## config.mk

```make
export PLATFORM = sky130hd
export DESIGN_NAME = lock_acquire_engine
export DESIGN_NICKNAME = d
export VERILOG_FILES = /design/src/rtl/lae_pkg.sv /design/src/rtl/lae_backoff.sv /design/src/rtl/lae_attempts.sv /design/src/rtl/lae_ctrl.sv /design/src/rtl/lock_acquire_engine.sv
export SDC_FILE = /design/constraint.sdc
export NUM_CORES = 1
export LEC_CHECK = 0
export ABC_CLOCK_PERIOD_IN_PS = 5300
export BUFFER_PORTS_ARGS = -buffer_cell sky130_fd_sc_hd__buf_2
export CAP_MARGIN = 25
export CORE_MARGIN = 3
export CORE_UTILIZATION = 50
export CTS_BUF_LIST = sky130_fd_sc_hd__clkbuf_2 sky130_fd_sc_hd__clkbuf_4 sky130_fd_sc_hd__clkbuf_8
export DETAILED_ROUTE_END_ITERATION = 8
export GPL_ROUTABILITY_DRIVEN = 0
export GPL_TIMING_DRIVEN = 0
export HOLD_SLACK_MARGIN = 0.08
export PLACE_DENSITY = 0.83
export SYNTH_ARGS = -nofsm -noshare
export SYNTH_HDL_FRONTEND = slang
export SYNTH_HIERARCHICAL = 1
export SYNTH_SLANG_ARGS = --single-unit
```

## constraint.sdc

```tcl
create_clock -name clk -period 5.3 [get_ports clk]
set_input_delay 0.795 -clock clk [delete_from_list [all_inputs] [get_ports clk]]
set_output_delay 0.795 -clock clk [all_outputs]
set_load 0.05 [all_outputs]
```

## src/rtl/lae_pkg.sv

```systemverilog
package lae_pkg;

    typedef enum logic [2:0] {
        ST_IDLE      = 3'd0,
        ST_READ_SPIN = 3'd1,
        ST_TAS       = 3'd2,
        ST_BACKOFF   = 3'd3,
        ST_HELD      = 3'd4,
        ST_RELEASE   = 3'd5
    } lae_state_e;

    typedef enum logic [1:0] {
        OP_READ  = 2'd0,
        OP_TAS   = 2'd1,
        OP_WZERO = 2'd2
    } lae_op_e;

endpackage

```

## src/rtl/lae_backoff.sv

```systemverilog
// Back-off delay register and countdown timer.
module lae_backoff #(
    parameter int DELAY_MAX = 1024,
    parameter int DLY_W     = $clog2(DELAY_MAX + 1)
) (
    input  logic             clk,
    input  logic             rst_n,
    input  logic             fail_i,   // failed check: start wait, double delay
    input  logic             clear_i,  // lock taken: delay back to 1
    output logic             expire_o, // last cycle of the wait
    output logic [DLY_W-1:0] delay_o
);

    localparam logic [DLY_W-1:0] MAX_V = DLY_W'(DELAY_MAX);
    localparam logic [DLY_W-1:0] ONE_V = DLY_W'(1);

    typedef struct packed {
        logic [DLY_W-1:0] delay;
        logic [DLY_W-1:0] cnt;
    } bo_s;

    bo_s            st_d, st_q;
    logic [DLY_W:0] dbl;

    always_comb begin
        st_d = st_q;
        dbl  = {st_q.delay, 1'b0};
        if (st_q.cnt != '0) begin
            st_d.cnt = st_q.cnt - ONE_V;
        end
        if (fail_i) begin
            st_d.cnt = st_q.delay;
            if (dbl > {1'b0, MAX_V}) begin
                st_d.delay = MAX_V;
            end else begin
                st_d.delay = dbl[DLY_W-1:0];
            end
        end
        if (clear_i) begin
            st_d.delay = ONE_V;
        end
    end

    always_ff @(posedge clk) begin
        if (!rst_n) begin
            st_q.delay <= ONE_V;
            st_q.cnt   <= '0;
        end else begin
            st_q <= st_d;
        end
    end

    assign expire_o = (st_q.cnt == ONE_V);
    assign delay_o  = st_q.delay;

endmodule

```

## src/rtl/lae_attempts.sv

```systemverilog
// Saturating counter of test-and-set attempts.
module lae_attempts #(
    parameter int CNT_W = 16
) (
    input  logic             clk,
    input  logic             rst_n,
    input  logic             clear_i,
    input  logic             inc_i,
    output logic [CNT_W-1:0] count_o
);

    typedef struct packed {
        logic [CNT_W-1:0] count;
    } att_s;

    att_s st_d, st_q;

    always_comb begin
        st_d = st_q;
        if (clear_i) begin
            st_d.count = '0;
        end else if (inc_i && (st_q.count != '1)) begin
            st_d.count = st_q.count + CNT_W'(1);
        end
    end

    always_ff @(posedge clk) begin
        if (!rst_n) begin
            st_q.count <= '0;
        end else begin
            st_q <= st_d;
        end
    end

    assign count_o = st_q.count;

endmodule

```

## src/rtl/lae_ctrl.sv

```systemverilog
// Test-and-test-and-set sequencer.
module lae_ctrl
    import lae_pkg::*;
#(
    parameter int ADDR_W = 32,
    parameter int DATA_W = 32
) (
    input  logic              clk,
    input  logic              rst_n,
    input  logic              acq_req_i,
    input  logic [ADDR_W-1:0] acq_addr_i,
    input  logic              rel_req_i,
    input  logic              rsp_valid_i,
    input  logic [DATA_W-1:0] rsp_data_i,
    input  logic              expire_i,
    output logic              mem_req_o,
    output logic [1:0]        mem_op_o,
    output logic [ADDR_W-1:0] mem_addr_o,
    output logic              acquired_o,
    output logic              rel_err_o,
    output logic              bo_fail_o,
    output logic              bo_clear_o,
    output logic              att_clear_o,
    output logic              att_inc_o
);

    typedef struct packed {
        lae_state_e        state;
        logic [ADDR_W-1:0] addr;
        logic              err;
    } ctrl_s;

    ctrl_s st_d, st_q;
    logic  lock_free;

    assign lock_free = (rsp_data_i == '0);

    always_comb begin
        st_d        = st_q;
        st_d.err    = 1'b0;
        bo_fail_o   = 1'b0;
        bo_clear_o  = 1'b0;
        att_clear_o = 1'b0;
        att_inc_o   = 1'b0;

        if (rel_req_i && (st_q.state != ST_HELD)) begin
            st_d.err = 1'b1;
        end

        unique case (st_q.state)
            ST_IDLE: begin
                if (acq_req_i) begin
                    st_d.addr   = acq_addr_i;
                    st_d.state  = ST_READ_SPIN;
                    att_clear_o = 1'b1;
                end
            end
            ST_READ_SPIN: begin
                if (rsp_valid_i) begin
                    if (lock_free) begin
                        st_d.state = ST_TAS;
                    end else begin
                        bo_fail_o  = 1'b1;
                        st_d.state = ST_BACKOFF;
                    end
                end
            end
            ST_TAS: begin
                if (rsp_valid_i) begin
                    att_inc_o = 1'b1;
                    if (lock_free) begin
                        bo_clear_o = 1'b1;
                        st_d.state = ST_HELD;
                    end else begin
                        bo_fail_o  = 1'b1;
                        st_d.state = ST_BACKOFF;
                    end
                end
            end
            ST_BACKOFF: begin
                if (expire_i) begin
                    st_d.state = ST_READ_SPIN;
                end
            end
            ST_HELD: begin
                if (rel_req_i) begin
                    st_d.state = ST_RELEASE;
                end
            end
            ST_RELEASE: begin
                if (rsp_valid_i) begin
                    st_d.state = ST_IDLE;
                end
            end
            default: begin
                st_d.state = ST_IDLE;
            end
        endcase
    end

    always_ff @(posedge clk) begin
        if (!rst_n) begin
            st_q.state <= ST_IDLE;
            st_q.addr  <= '0;
            st_q.err   <= 1'b0;
        end else begin
            st_q <= st_d;
        end
    end

    always_comb begin
        mem_req_o = 1'b0;
        mem_op_o  = OP_READ;
        unique case (st_q.state)
            ST_READ_SPIN: begin
                mem_req_o = 1'b1;
                mem_op_o  = OP_READ;
            end
            ST_TAS: begin
                mem_req_o = 1'b1;
                mem_op_o  = OP_TAS;
            end
            ST_RELEASE: begin
                mem_req_o = 1'b1;
                mem_op_o  = OP_WZERO;
            end
            default: begin
                mem_req_o = 1'b0;
                mem_op_o  = OP_READ;
            end
        endcase
    end

    assign mem_addr_o = st_q.addr;
    assign acquired_o = (st_q.state == ST_HELD);
    assign rel_err_o  = st_q.err;

endmodule

```

## src/rtl/lock_acquire_engine.sv

```systemverilog
module lock_acquire_engine #(
    parameter int ADDR_W    = 32,
    parameter int DATA_W    = 32,
    parameter int DELAY_MAX = 1024,
    parameter int CNT_W     = 16
) (
    input  logic              clk,
    input  logic              rst_n,
    input  logic              acq_req,
    input  logic [ADDR_W-1:0] acq_addr,
    input  logic              rel_req,
    output logic              acquired,
    output logic              rel_err,
    output logic [CNT_W-1:0]  attempt_cnt,
    output logic              mem_req,
    output logic [1:0]        mem_op,
    output logic [ADDR_W-1:0] mem_addr,
    input  logic              mem_rsp_valid,
    input  logic [DATA_W-1:0] mem_rsp_data
);

    localparam int DLY_W = $clog2(DELAY_MAX + 1);

    logic             bo_fail;
    logic             bo_clear;
    logic             bo_expire;
    logic [DLY_W-1:0] cur_delay;
    logic             att_clear;
    logic             att_inc;

    lae_ctrl #(
        .ADDR_W (ADDR_W),
        .DATA_W (DATA_W)
    ) u_ctrl (
        .clk         (clk),
        .rst_n       (rst_n),
        .acq_req_i   (acq_req),
        .acq_addr_i  (acq_addr),
        .rel_req_i   (rel_req),
        .rsp_valid_i (mem_rsp_valid),
        .rsp_data_i  (mem_rsp_data),
        .expire_i    (bo_expire),
        .mem_req_o   (mem_req),
        .mem_op_o    (mem_op),
        .mem_addr_o  (mem_addr),
        .acquired_o  (acquired),
        .rel_err_o   (rel_err),
        .bo_fail_o   (bo_fail),
        .bo_clear_o  (bo_clear),
        .att_clear_o (att_clear),
        .att_inc_o   (att_inc)
    );

    lae_backoff #(
        .DELAY_MAX (DELAY_MAX),
        .DLY_W     (DLY_W)
    ) u_backoff (
        .clk      (clk),
        .rst_n    (rst_n),
        .fail_i   (bo_fail),
        .clear_i  (bo_clear),
        .expire_o (bo_expire),
        .delay_o  (cur_delay)
    );

    lae_attempts #(
        .CNT_W (CNT_W)
    ) u_attempts (
        .clk     (clk),
        .rst_n   (rst_n),
        .clear_i (att_clear),
        .inc_i   (att_inc),
        .count_o (attempt_cnt)
    );

endmodule

```

# Word level (Yosys, flattened, before mapping)
# Cells that the tools add are included.
# Widths: inputs -> output; s select.
[totals] regBits=74 input_bits=69 out_inout_bits=53 wordCells=61
[op_classes] add_sub_neg=2 magnitude_cmp=1 n_eq_ne=14 muxes=25 n_bitwise=1 reduce_logical=12
[op_table] cell="$mux 35" n=1
[op_table] cell="$mux 11" n=3
[op_table] cell="$logic_not 32->1" n=1
[op_table] cell="$mux 3" n=6
[op_table] cell="$pmux 3 s6" n=1
[op_table] cell="$add 16x1->16 const B" n=1
[op_table] cell="$ne 16x16->1 const B" n=1
[op_table] cell="$mux 1" n=13
[op_table] cell="$gt 12x11->1 const B" n=1
[op_table] cell="$ne 2x2->1 const B" n=6
[op_table] cell="$eq 11x1->1 const B" n=1
[op_table] cell="$reduce_bool 11->1" n=1
[op_table] cell="$sub 11x1->11 const B" n=1
[op_table] cell="$eq 3x2->1 const B" n=2
[op_table] cell="$eq 3x3->1 const B" n=2
[op_table] cell="$reduce_and 6->1" n=1
[op_table] cell="$reduce_or 2->1" n=3
[op_table] cell="$pmux 2 s2" n=1
[op_table] cell="$eq 3x1->1 const B" n=1
[op_table] cell="$logic_not 3->1" n=1
[op_table] cell="$ne 3x3->1 const B" n=1
[op_table] cell="$reduce_or 3->1" n=1
[op_table] cell="$logic_and 1x1->1" n=2
[op_table] cell="$reduce_and 2->1" n=1
[op_table] cell="other kinds (2)" n=2

# Logic depth before layout (Yosys ltp)
[depth] word_depth=5 ltp_mapped=9 mapped_depth_nobuf=7

# Modules after synthesis
# The synthesis kept the hierarchy.
[by_module_without_submodules] mod="lae_ctrl" instances=1 cells_each=232 area_each_um2=1833.0
[by_module_without_submodules] mod="lae_backoff" instances=1 cells_each=134 area_each_um2=1164.9
[by_module_without_submodules] mod="lae_attempts" instances=1 cells_each=91 area_each_um2=864.6

# Worst setup path after synthesis
# Ideal clock, no wire load.
[synth_timing] path_kind="register to output" from="register u_ctrl/st_q[35] in the netlist's numbering" to="output port acquired" arrival_time_ns=1.696 t_required_ns=4.505 slack_ns=2.809 stages_incl_launch_ff=4 n_path_buf=1 cell_sequence="dfxtp_1 buf_2 inv_1 nor3_1"
[synth_via] elab_chain_cells=1
[synth_rtl] element="start, declared" line_no="lae_ctrl.sv:33" rtl="ctrl_s st_d, st_q;"
[synth_rtl] element="start signal, assigned" line_no="lae_ctrl.sv:107" rtl="st_q <= st_d;"
[synth_rtl] element="$eq 3x3->1" line_no="lae_ctrl.sv:135" rtl="assign acquired_o = (st_q.state == ST_HELD);"
[synth_rtl] element="end, declared" line_no="lock_acquire_engine.sv:12" rtl="output logic acquired,"
# Every way passes these cells.

# Final worst setup path
[layout_timing] from="input port mem_rsp_data[10]" to="register u_backoff.st_q (netlist bit u_backoff/delay_o[7])"
[layout_via] elab_cells_between_ends=8 cone_classes="6 x mux; 2 x reduce/logical"
[layout_lines] element="start, declared" line_no="lock_acquire_engine.sv:19" rtl="input logic [DATA_W-1:0] mem_rsp_data"
[layout_lines] element="$logic_not 32->1" line_no="lae_ctrl.sv:36" rtl="assign lock_free = (rsp_data_i == '0);"
[layout_lines] element="$mux 1" line_no="lae_ctrl.sv:60, lae_ctrl.sv:71"
[layout_lines] element="$mux 1" line_no="lae_ctrl.sv:69" rtl="if (rsp_valid_i) begin"
[layout_lines] element="$mux 1"
[layout_lines] element="via bo_fail" line_no="lock_acquire_engine.sv:24" rtl="logic bo_fail;"
[layout_lines] element="end signal, assigned" line_no="lae_backoff.sv:49" rtl="st_q <= st_d;"
[layout_lines] element="end, declared" line_no="lae_backoff.sv:22" rtl="bo_s st_d, st_q;"
# The timed path passes the listed nets, and every way through them passes these cells.
# A chain may end at the register's enable or synchronous reset.

==> flow_summary.yaml <==
status:
  outcome: "completed"
final_layout:
  drive_gt1_frac: 0.3351
  syn_to_final_growth_pct: 25.82
  final_net_count: 649
  post-route-util: 0.6522
  diodes: 0
global_route:
  grt-ovfl-total: 0
  grt_max_degree: 16
  grtUsageTotal: 0.2247
  antenna_found_initial: 0
  first_global_vias: 3325
  grt_first_pass_wirelength_mm: 15.50
detailed_routing:
  routedWlPerCell_um: 13.88
  drt_pass1_iterations: 4
  via_per_inst: 5.267
  vias: 3587
  drc: 0
  ant_nets: 0
  routed_wl_mm: 9.452
  drt_iter0_drc: 146
critical_path:
  max_stage_delay_ns: 0.39
  worstPathCellList: "buf_2 -> nor4_1 -> nand4_1 -> o21ai_0 -> nor2_1 -> buf_1 -> buf_2 -> a31oi_1 -> nor2_1"
  crit_type: "in -> reg"
  arrival_ns: 2.74
  startpoint_type: "input port"
  crit_required_ns: 5.52
  critPathMaxFanout: 10
  critPathTopFamily: "simple AND/OR/NAND/NOR gates"
  critPathBufInv: 3
  cp-end-kind: "flop"
  critPathSlowestCell: "nor4_1"
hold_path:
  min-delay-path-class: "reg -> reg"
pwr:
  vdd_drop_max_uv: 202.3
  powerDensity_nw_per_um2: 487.7
  total_leakage_power_nw: 2.140
clock_tree:
  clockBufferDepth: 2
  clk_pin_slew_ns: 0.08
  cts_hold_buffers: 0
  post_cts_resized: 0
  insertion_delay_ns: 0.35
  cts-root-buf: "clkbuf_8"
  cts_max_level: 3
  post_cts.repair.setup_buffers: 0
  tritoncts: "yes"
  numCtsBuffers: 9
  clock_sinks: 74
place:
  place_worst_setup_slack_ns: 2.492
  port_buffers: 120
  dp_hpwl_mm: 7.199
floorplanning:
  pin_count: 122
  start_util: 0.5184
  dieArea_um2: 8639
  rows: 31
  die-height_um: 92.95
  core_area_um2: 7292
  die_x_um: 92.95
synthesis:
  synth_nets: 518
  netlist_area_um2: 3780
  synthCells: 446
  syn_area_per_cell_um2: 8.475
  synth-warning-count: 6
sta:
  report.final.slew_viol_count: 0
  period_minus_slack_ns: 2.515
  final-hold-violation-count: 0
  setup_viol: 0
  clock_skew_ns: 0.01054
  relSlewSlack: 0.6305
  rsz0062_at_grt: "false"
  worstMarginPinSlew_ns: 0.5522
  fin_tns_setup_ns: 0
  postLayoutSetupSlackWorst_ns: 2.785
  max_freq_mhz: 397.6
  hold_ws_ns: 0.4565
  finalCritPeriodShare: 0.4745
flow_run:
  cap_violations: 0
[final timing paths]
path                                                            to                          startpoint  cells after the start  slack (ns)
worst max-delay path             u_backoff/delay_o[7]$_SDFFE_PP0P_                    mem_rsp_data[10]                      9        2.79
worst min-delay path            u_ctrl/mem_addr_o[26]$_SDFFE_PN0P_  u_ctrl/mem_addr_o[26]$_SDFFE_PN0P_                      2        0.46
worst max register to register  u_attempts/count_o[9]$_SDFFE_PP0P_        u_ctrl/st_q[34]$_SDFFE_PN0P_                      8        2.97
worst min register to register  u_ctrl/mem_addr_o[26]$_SDFFE_PN0P_  u_ctrl/mem_addr_o[26]$_SDFFE_PN0P_                      2        0.46
[final cells by class]
type / instances / area [µm²]
timing repair buffer: 120 / 600.6
clock buffer: 11 / 151.4
buffer: 53 / 347.8
inverter: 9 / 33.78
fill: 647 / 2536
tap: 99 / 123.9
sequential: 74 / 1481
clock inverter: 5 / 100.1
multi-input combinational: 310 / 1917
[worst register-to-register path: stages, from the launching register on]
cell     delay [ns]
dfxtp_1        0.31
buf_4          0.15
buf_2          0.22
nand2_1        0.18
nor2_1         0.30
and4_2         0.36
nand3_4        0.14
or4_1          0.44
a21oi_1        0.17
[through the flow]
| stage | power (mW) | cells | instance area (µm²) |
|---|---|---|---|
| detailed placement | 1.778 | 665 | 4504 |
| floorplan | 1.554 | 446 | 3780 |
| finish | 2.319 | 681 | 4756 |
| global placement | 1.742 | 665 | 4504 |
| global route | 2.464 | 681 | 4756 |
| CTS | 2.325 | 681 | 4756 |
[sequential cells by signal, summed over array words and instances (netlist names)]
signal / count
u_ctrl/mem_addr_o: 32
u_attempts/count_o: 16
u_backoff/delay_o: 11
u_backoff/st_q: 11
u_ctrl/st_q: 3
u_ctrl/rel_err_o: 1
[cells in the final DEF (no fill, tap or decap), types with 3 or more instances in the layout]
cell type / instances
bufinv_16: 3
o21ai_0: 13
buf_4: 36
buf_2: 125
a21boi_0: 24
dfxtp_1: 74
o41ai_1: 3
a21boi_1: 13
nand2_1: 80
nor2_1: 32
nor2b_1: 12
xnor2_1: 4
xor2_1: 5
nand4_1: 4
a31oi_1: 10
nand2b_1: 6
inv_1: 8
nand3_1: 10
nor4_1: 15
clkbuf_1: 10
ha_1: 3
a21oi_1: 8
nor3_1: 4
o31ai_1: 5
clkbuf_8: 11
and2_1: 5
[layer usage]
metal  routed length, µm  global-route usage  vias up
li1                    -                   -     1811
met1                3993              0.2799     1666
met2                4706              0.3797       97
met3                 591             0.04793       13
met4                 160             0.08425        0
met5                   0                   0        -
[report_power, final]
group	total, mW	switching (mW)	internal [mW]
Sequential	0.742	0.0816	0.660
Clock	0.545	0.209	0.337
Combinational	1.03	0.647	0.385
Total	2.32	0.937	1.38
Note: power is estimated with default switching activity, not from simulation.
